==> config.mk <==
export PLATFORM = sky130hd
export DESIGN_NAME = sample_record_packer
export DESIGN_NICKNAME = d
export VERILOG_FILES = /design/src/rtl/recpack_pkg.sv /design/src/rtl/period_timer.sv /design/src/rtl/stamp_counter.sv /design/src/rtl/record_slot.sv /design/src/rtl/sample_record_packer.sv
export SDC_FILE = /design/constraint.sdc
export NUM_CORES = 1
export LEC_CHECK = 0
export BUFFER_PORTS_ARGS = -buffer_cell sky130_fd_sc_hd__buf_2
export CORE_UTILIZATION = 55
export CTS_CLUSTER_DIAMETER = 120
export DETAILED_ROUTE_END_ITERATION = 6
export PLACE_DENSITY = 0.83
export SYNTH_ARGS = -nofsm -noshare
export SYNTH_HDL_FRONTEND = slang
export SYNTH_SLANG_ARGS = --single-unit
==> constraint.sdc <==
create_clock -name clk -period 5.95 [get_ports clk]
set_input_delay 1.19 -clock clk [delete_from_list [all_inputs] [get_ports clk]]
set_output_delay 1.19 -clock clk [all_outputs]
set_load 0.01 [all_outputs]
==> src/rtl/recpack_pkg.sv <==
package recpack_pkg;
  localparam int ID_W  = 5;
  localparam int LEN_W = 2;
  localparam int TS_W  = 9;
  localparam int SMP_W = 16;
  localparam int REC_W = ID_W + LEN_W + TS_W + SMP_W;

  typedef struct packed {
    logic [ID_W-1:0]  id;
    logic [LEN_W-1:0] len;
    logic [TS_W-1:0]  stamp;
    logic [SMP_W-1:0] smp;
  } record_t;

  // Field order from the top bit: id, length code, timestamp, sample.
  function automatic record_t form_record(input logic [ID_W-1:0]  id,
                                          input logic [LEN_W-1:0] len,
                                          input logic [TS_W-1:0]  stamp,
                                          input logic [SMP_W-1:0] smp);
    record_t r;
    r.id    = id;
    r.len   = len;
    r.stamp = stamp;
    r.smp   = smp;
    return r;
  endfunction

  // Timestamp step; the modulo-512 wrap follows from the field width.
  function automatic logic [TS_W-1:0] next_stamp(input logic [TS_W-1:0] s);
    return s + {{(TS_W-1){1'b0}}, 1'b1};
  endfunction
endpackage

==> src/rtl/period_timer.sv <==
module period_timer #(
  parameter int PERIOD_CYCLES = 6250
) (
  input  logic clk,
  input  logic rst,
  input  logic run,
  input  logic restart,
  output logic due
);
  localparam int CW = (PERIOD_CYCLES > 1) ? $clog2(PERIOD_CYCLES) : 1;
  localparam logic [CW-1:0] LAST = CW'(PERIOD_CYCLES - 1);

  logic [CW-1:0] cnt;

  always_ff @(posedge clk) begin
    if (rst || restart || !run)
      cnt <= '0;
    else if (cnt == LAST)
      cnt <= '0;
    else
      cnt <= cnt + CW'(1);
  end

  assign due = run && !restart && (cnt == LAST);

  generate
    if (PERIOD_CYCLES > 1) begin : g_gap

      period_gap_chk: assert property (@(posedge clk) disable iff (rst)
        due |=> !due);
    end
  endgenerate
endmodule

==> src/rtl/stamp_counter.sv <==
module stamp_counter
  import recpack_pkg::*;
(
  input  logic            clk,
  input  logic            rst,
  input  logic            clear,
  input  logic            advance,
  output logic [TS_W-1:0] stamp
);
  always_ff @(posedge clk) begin
    if (rst || clear)
      stamp <= '0;
    else if (advance)
      stamp <= next_stamp(stamp);
  end


  stamp_idle_chk: assert property (@(posedge clk) disable iff (rst)
    (!advance && !clear) |=> $stable(stamp));
endmodule

==> src/rtl/record_slot.sv <==
module record_slot
  import recpack_pkg::*;
(
  input  logic             clk,
  input  logic             rst,
  input  logic             clear_ovf,
  input  logic             load_req,
  input  record_t          rec_in,
  input  logic             ready,
  output logic             valid,
  output logic [REC_W-1:0] data,
  output logic             overflow,
  output logic             drop
);
  logic take;
  logic accept;

  assign take   = valid && ready;
  assign accept = load_req && (!valid || ready);
  assign drop   = load_req && valid && !ready;

  always_ff @(posedge clk) begin
    if (rst) begin
      valid <= 1'b0;
      data  <= '0;
    end else if (accept) begin
      valid <= 1'b1;
      data  <= rec_in;
    end else if (take) begin
      valid <= 1'b0;
    end
  end

  always_ff @(posedge clk) begin
    if (rst || clear_ovf)
      overflow <= 1'b0;
    else if (drop)
      overflow <= 1'b1;
  end


  hold_chk: assert property (@(posedge clk) disable iff (rst)
    (valid && !ready) |=> (valid && $stable(data)));

  ovf_cause_chk: assert property (@(posedge clk) disable iff (rst)
    $rose(overflow) |-> $past(valid && !ready));

  ovf_sticky_chk: assert property (@(posedge clk) disable iff (rst)
    (overflow && !clear_ovf) |=> overflow);
endmodule

==> src/rtl/sample_record_packer.sv <==
module sample_record_packer
  import recpack_pkg::*;
#(
  parameter int          PERIOD_CYCLES = 6250,
  parameter logic [15:0] TEST_WORD     = 16'h5A93
) (
  input  logic        clk,
  input  logic        rst,
  input  logic        sample_en_i,
  input  logic [4:0]  sensor_id_i,
  input  logic [1:0]  len_code_i,
  input  logic [15:0] sample_i,
  input  logic        test_mode_i,
  output logic        rec_valid_o,
  input  logic        rec_ready_i,
  output logic [31:0] rec_data_o,
  output logic        overflow_o
);
  logic            en_q;
  logic            start;
  logic            due;
  logic            drop;
  logic [TS_W-1:0] stamp;
  logic [SMP_W-1:0] smp_sel;
  record_t         rec_new;

  always_ff @(posedge clk) begin
    if (rst) en_q <= 1'b0;
    else     en_q <= sample_en_i;
  end

  assign start   = sample_en_i && !en_q;
  assign smp_sel = test_mode_i ? TEST_WORD : sample_i;
  assign rec_new = form_record(sensor_id_i, len_code_i, stamp, smp_sel);

  period_timer #(.PERIOD_CYCLES(PERIOD_CYCLES)) i_timer (
    .clk     (clk),
    .rst     (rst),
    .run     (sample_en_i),
    .restart (start),
    .due     (due)
  );

  stamp_counter i_stamp (
    .clk     (clk),
    .rst     (rst),
    .clear   (start),
    .advance (due),
    .stamp   (stamp)
  );

  record_slot i_slot (
    .clk       (clk),
    .rst       (rst),
    .clear_ovf (start),
    .load_req  (due),
    .rec_in    (rec_new),
    .ready     (rec_ready_i),
    .valid     (rec_valid_o),
    .data      (rec_data_o),
    .overflow  (overflow_o),
    .drop      (drop)
  );


  restart_chk: assert property (@(posedge clk) disable iff (rst)
    start |=> (stamp == '0 && !overflow_o));

  idle_quiet_chk: assert property (@(posedge clk) disable iff (rst)
    (!sample_en_i && !rec_valid_o) |=> !rec_valid_o);

  drop_advances_chk: assert property (@(posedge clk) disable iff (rst)
    drop |=> (overflow_o && stamp == next_stamp($past(stamp))));
endmodule

; ---- After elaboration in Yosys (flattened, before gate mapping)
; Index checks and enable logic that the tools add are counted.
[word_totals]
output_inout_bits = 34
reg_bits = 57
inputBits = 28
word_cells = 29
[op_classes]
eq_ne = 1
mux = 3
n_addsub = 2
n_reduce_logical = 17
[ops]
columns = operator, count
row1 = 16-bit 2-to-1 mux, 1
row2 = "13-bit by 1-bit adder with 13-bit output, second input constant", 1
row3 = "13-bit == test, second input constant", 1
row4 = "9-bit by 1-bit adder with 9-bit output, second input constant", 1
row5 = 1-bit logical AND, 7
row6 = 1-bit logical NOT, 5
row7 = 1-bit logical OR, 3
row8 = 1-bit 2-to-1 mux, 2
row9 = 2-bit nonzero test, 1
row10 = 2-bit OR reduction, 1

; ---- Longest topological paths before layout
[logic_depth]
ltp_word = 7
depth_mapped = 8
mapped_depth_nobuf = 6

; ---- By module
; Synthesis repeated with hierarchy kept, for this count alone.
[hier_totals]
cells_unflattened = 291
area_unflattened_um2 = 2819.0
[by_module_without_submodules]
columns = module, n_inst, cells_per_inst, area_per_inst_um2, seq_area_each_um2
row1 = record_slot, 1, 148, 1547.7, 680.7
row2 = period_timer, 1, 80, 725.7, 260.2
row3 = stamp_counter, 1, 43, 394.1, 180.2
row4 = sample_record_packer, 1, 20, 151.4, 20.0

; ---- Least setup slack after synthesis
; Ideal clock, no wire load.
[synth_timing]
path_kind = input to register
startpoint = in sample_en_i
endpoint = reg i_stamp.stamp[8]
setup_time_ns = 0.070
stages = 5
required_time_ns = 5.880
n_path_buf = 1
arrival_ns = 2.448
path_slack_ns = 3.432
cell_sequence = nand2_1 > or4_1 > clkbuf_2 > or4_1 > a21oi_1
[synth_via]
elab_chain_cells = 4
elab_cells_between_ends = 5
cone_classes = reduce/logical: 5
[synth_lines]
columns = element, line_no
row1 = "start, declared", sample_record_packer.sv:9  ; input logic sample_en_i,
row2 = 1-bit logical AND, sample_record_packer.sv:32  ; assign start = sample_en_i && !en_q;
row3 = 1-bit logical NOT, period_timer.sv:24  ; assign due = run && !restart && (cnt == LAST);
row4 = 1-bit logical AND (2 in a row), period_timer.sv:24
row5 = "end signal, assigned", stamp_counter.sv:14  ; stamp <= next_stamp(stamp);
row6 = "end, declared", stamp_counter.sv:8  ; output logic [TS_W-1:0] stamp
; Parallel ways exist; a longest one is shown, timed or not.
; A chain may end at the register's enable or synchronous reset.

; ---- Final worst setup path
[layout_timing]
startpoint = in rec_ready_i
endpoint = reg i_slot.data[1]
[layout_via]
elab_chain_cells = 2
[layout_lines]
columns = element, line_no
row1 = "start, declared", sample_record_packer.sv:15  ; input logic rec_ready_i,
row2 = 1-bit logical OR, record_slot.sv:19  ; assign accept = load_req && (!valid || ready);
row3 = 1-bit logical AND, record_slot.sv:19
row4 = "end signal, assigned", record_slot.sv:28  ; data <= rec_in;
row5 = "end, declared", record_slot.sv:11  ; output logic [REC_W-1:0] data,
; No other way between the ends.

==> flow_summary.toml <==
[status]
outcome = "complete, no violations"

[finish]
seqCellArea_sq_um = 1141
n_fill_cell = 342
drive_above_1_share_pct = 24.32
layout.cells.non_filler = 379
synthToLayoutAreaGrowth_pct = 21.38
multiInputGateArea_sq_um = 1119
layout_common_cells = "buf_2, dfxtp_1, a21oi_1, nor2_1, o21ai_0"
utilization_pct = 70.21
final_common_cell = "buf_2"
nNetsFinal = 356
antenna_cells = 0

[sta]
tightest_slew_ps = 794.4
timing.fmax_ghz = 0.3748
slew_headroom_pct = 46.89
slew_viol_final = 0
rsz0062_at_grt = "no"
finalCriticalPeriod_ps = 2668
period_share_pct = 44.84
hold_viol = 0
tns_ps = 0
skew_ps = 6.925
setup_violations = 0

[yosys]
synth_edf_count = 0
ys_seq_elements = 57
ys_seq_area_share_pct = 48.61
synthSimpleGateAreaFrac_pct = 21.96
syn_area_sq_um = 2347
muxShareOfSynthArea_pct = 0.4264
synth_ff_type = "dfxtp_1"
synth_nets = 304
synth_compound_area_share_pct = 18.87
yosysTopAreaCellShare_pct = 48.61
synth_fa_ha_area_share_pct = 1.599
synth_cell_type_count = 32
async_reset_ff_share_pct = 0
yosys-top-cells-area = "dfxtp_1, a21oi_1, o21ai_0"
synth_top_family_by_area = "simple AND/OR/NAND/NOR gates"
synth_xor_area_share_pct = 4.478
syn_avg_cell_area_sq_um = 8.598
yosys_warnings = 0
synth_top_area_cell = "dfxtp_1"
synth_cells = 273

[critical_path]
reg2reg_setup_slack_ps = 3460
crit_path_end_kind = "flip-flop"
critical_path.slowest_cell = "nor2_1"
max_stage_delay_ps = 650
cp_max_fo = 25
crit_arrival_ps = 2850
reg2reg_depth = 4
reg2reg_to = "i_stamp.stamp[5]$_SDFFE_PP0P_"
r2r_start = "i_timer.cnt[10]$_SDFF_PP0_"
path_class = "in2reg"
cp.required_ps = 6130
startpoint_type = "input pin"
path_cells = "buf_2 > nand2b_1 > nand3_1 > nor2_1 > a211oi_1"

[power]
swShare_pct = 21.00
power_uw = 765.4
switchingPower_uw = 160.7
comb_power_share_pct = 3.4
powerDensity_nw_per_um2 = 268.7
vdd_ir_drop_max_uv = 166.3
clkPwrFrac_pct = 46.5
seqPwrFrac_pct = 50.1
power.leakage_nw = 1.090
p_int_uw = 604.7

[clock_network]
numCtsBuffers = 9
cts_tree = "yes"
cts-root-buf = "clkbuf_8"
htreeDepth = 3
postCtsSetupBuffers = 0
insertion_delay_ps = 330
postCtsResizedCells = 0
cts_sinks = 57
postCtsHoldBufs = 0
clkTransAtPathRegs_ps = 60
clockBufferDepth = 2

[route]
wire_per_inst_um = 13.54
vias_per_cell = 5.726
routed_wl_um = 5130
wl_met2_um = 2376
met3WireLength_um = 282
top_layer = "met4"
ant_nets = 0
wl_met1_um = 2369
drt_iter0_drc = 144
drt_first_pass_iters = 4
vias = 2170
drc = 0

[die]
ios = 62
die_y_um = 67.33
start_util_pct = 57.85
die_area_sq_um = 4533
fp-row-count = 23
die_w_um = 67.33
design.core.area_sq_um = 4058

[job]
max_cap_violations = 0

[global_route]
grt.total_usage_pct = 24.24
grt_pass1_vias = 1894
antenna_found_initial = 0
grt_pass1_wl_um = 8266
grt_remaining_overflow = 0
grt_max_degree = 37

[place]
place_congestion = 0.8636
dp.cells = 364
port_buffers = 61
dp_hpwl_um = 3336

[hold_path]
worstHoldStart = "i_slot.overflow$_SDFFE_PP0P_"
whs_endpoint = "i_slot.overflow$_SDFFE_PP0P_"
hp-class = "reg2reg"
worstHoldPathCells = 1
per-stage QoR:
step	cell area [sq um]	hold slack (ps)	setup WS, ps
floorplan	2347	444.6	3432
global placement	2654	454.1	2940
detailed placement	2654	456.8	2971
CTS	2849	472.1	3332
global route	2849	486.5	3110
finish	2849	469.3	3282
how the worst max path moves through the flow:
| stage | start | end | slack, ps | cells past startpoint |
|---|---|---|---|---|
| after floorplan | sample_en_i | i_stamp.stamp[8]$_SDFFE_PP0P_ | 3430 | 5 |
| after global placement | rec_ready_i | i_slot.data[7]$_SDFFE_PP0P_ | 2940 | 5 |
| after detailed placement | rec_ready_i | i_slot.data[1]$_SDFFE_PP0P_ | 2970 | 5 |
| after CTS | rec_ready_i | i_slot.data[1]$_SDFFE_PP0P_ | 3330 | 5 |
| after global routing | rec_ready_i | i_slot.data[1]$_SDFFE_PP0P_ | 3110 | 5 |
| final | rec_ready_i | i_slot.data[1]$_SDFFE_PP0P_ | 3280 | 5 |
critical path: cells and delay by family:
kind / cells / cell delay (ps)
simple gates: 3 / 1430
buf+inv: 1 / 70
compound gates: 1 / 150
sequential cells by signal, summed over array words and instances, names as in the netlist:
name	flops
en_q	1
i_stamp.stamp	9
i_slot.data	32
i_timer.cnt	13
i_slot.valid	1
i_slot.overflow	1
power groups by stage:
| stage | combinational (mW) | clock (mW) | sequential, mW |
|---|---|---|---|
| final | 0.0261 | 0.356 | 0.383 |
| after global routing | 0.0287 | 0.372 | 0.383 |
| after CTS | 0.0259 | 0.359 | 0.383 |
| after detailed placement | 0.0257 | 0 | 0.392 |
| after global placement | 0.0258 | 0 | 0.392 |
| after floorplan | 0.0138 | 0 | 0.392 |
cells in the mapped netlist (all sizes together) (4+ instances only):
master  number
a211oi       8
nand4        4
dfxtp       57
o21ai       26
xnor2        5
nand3       24
clkbuf      21
or4          7
nor2        26
a21oi       40
xor2         7
o31ai        4
nand2       10
nand4b       8
cell type report:
type | count | share of cell area, %
sequential | 57 | 40.05
multi-input combinational | 191 | 39.26
timing repair buffer | 63 | 11.24
clock buffer | 12 | 5.446
tap | 50 | 2.196
clock inverter | 3 | 1.405
inverter | 3 | 0.3953
routing by layer:
metal,track usage (%),vias to the layer above
met2,37.63,72
met3,6.757,12
met1,30.70,1004
li1,-,1082
met5,0,-
met4,11.97,0
logic make-up (layout without fill, tap and decap cells):
kind of cell / after synthesis / count (layout)
buffers and inverters: 25 / 81
AND/OR/NAND/NOR: 94 / 94
AO/OA/AOI/OAI: 81 / 81
flip-flops: 57 / 57
adder cells (fa/ha/maj): 3 / 3
multiplexers: 1 / 1
XOR/XNOR: 12 / 12
No activity file was read; power rests on OpenSTA's default activity.
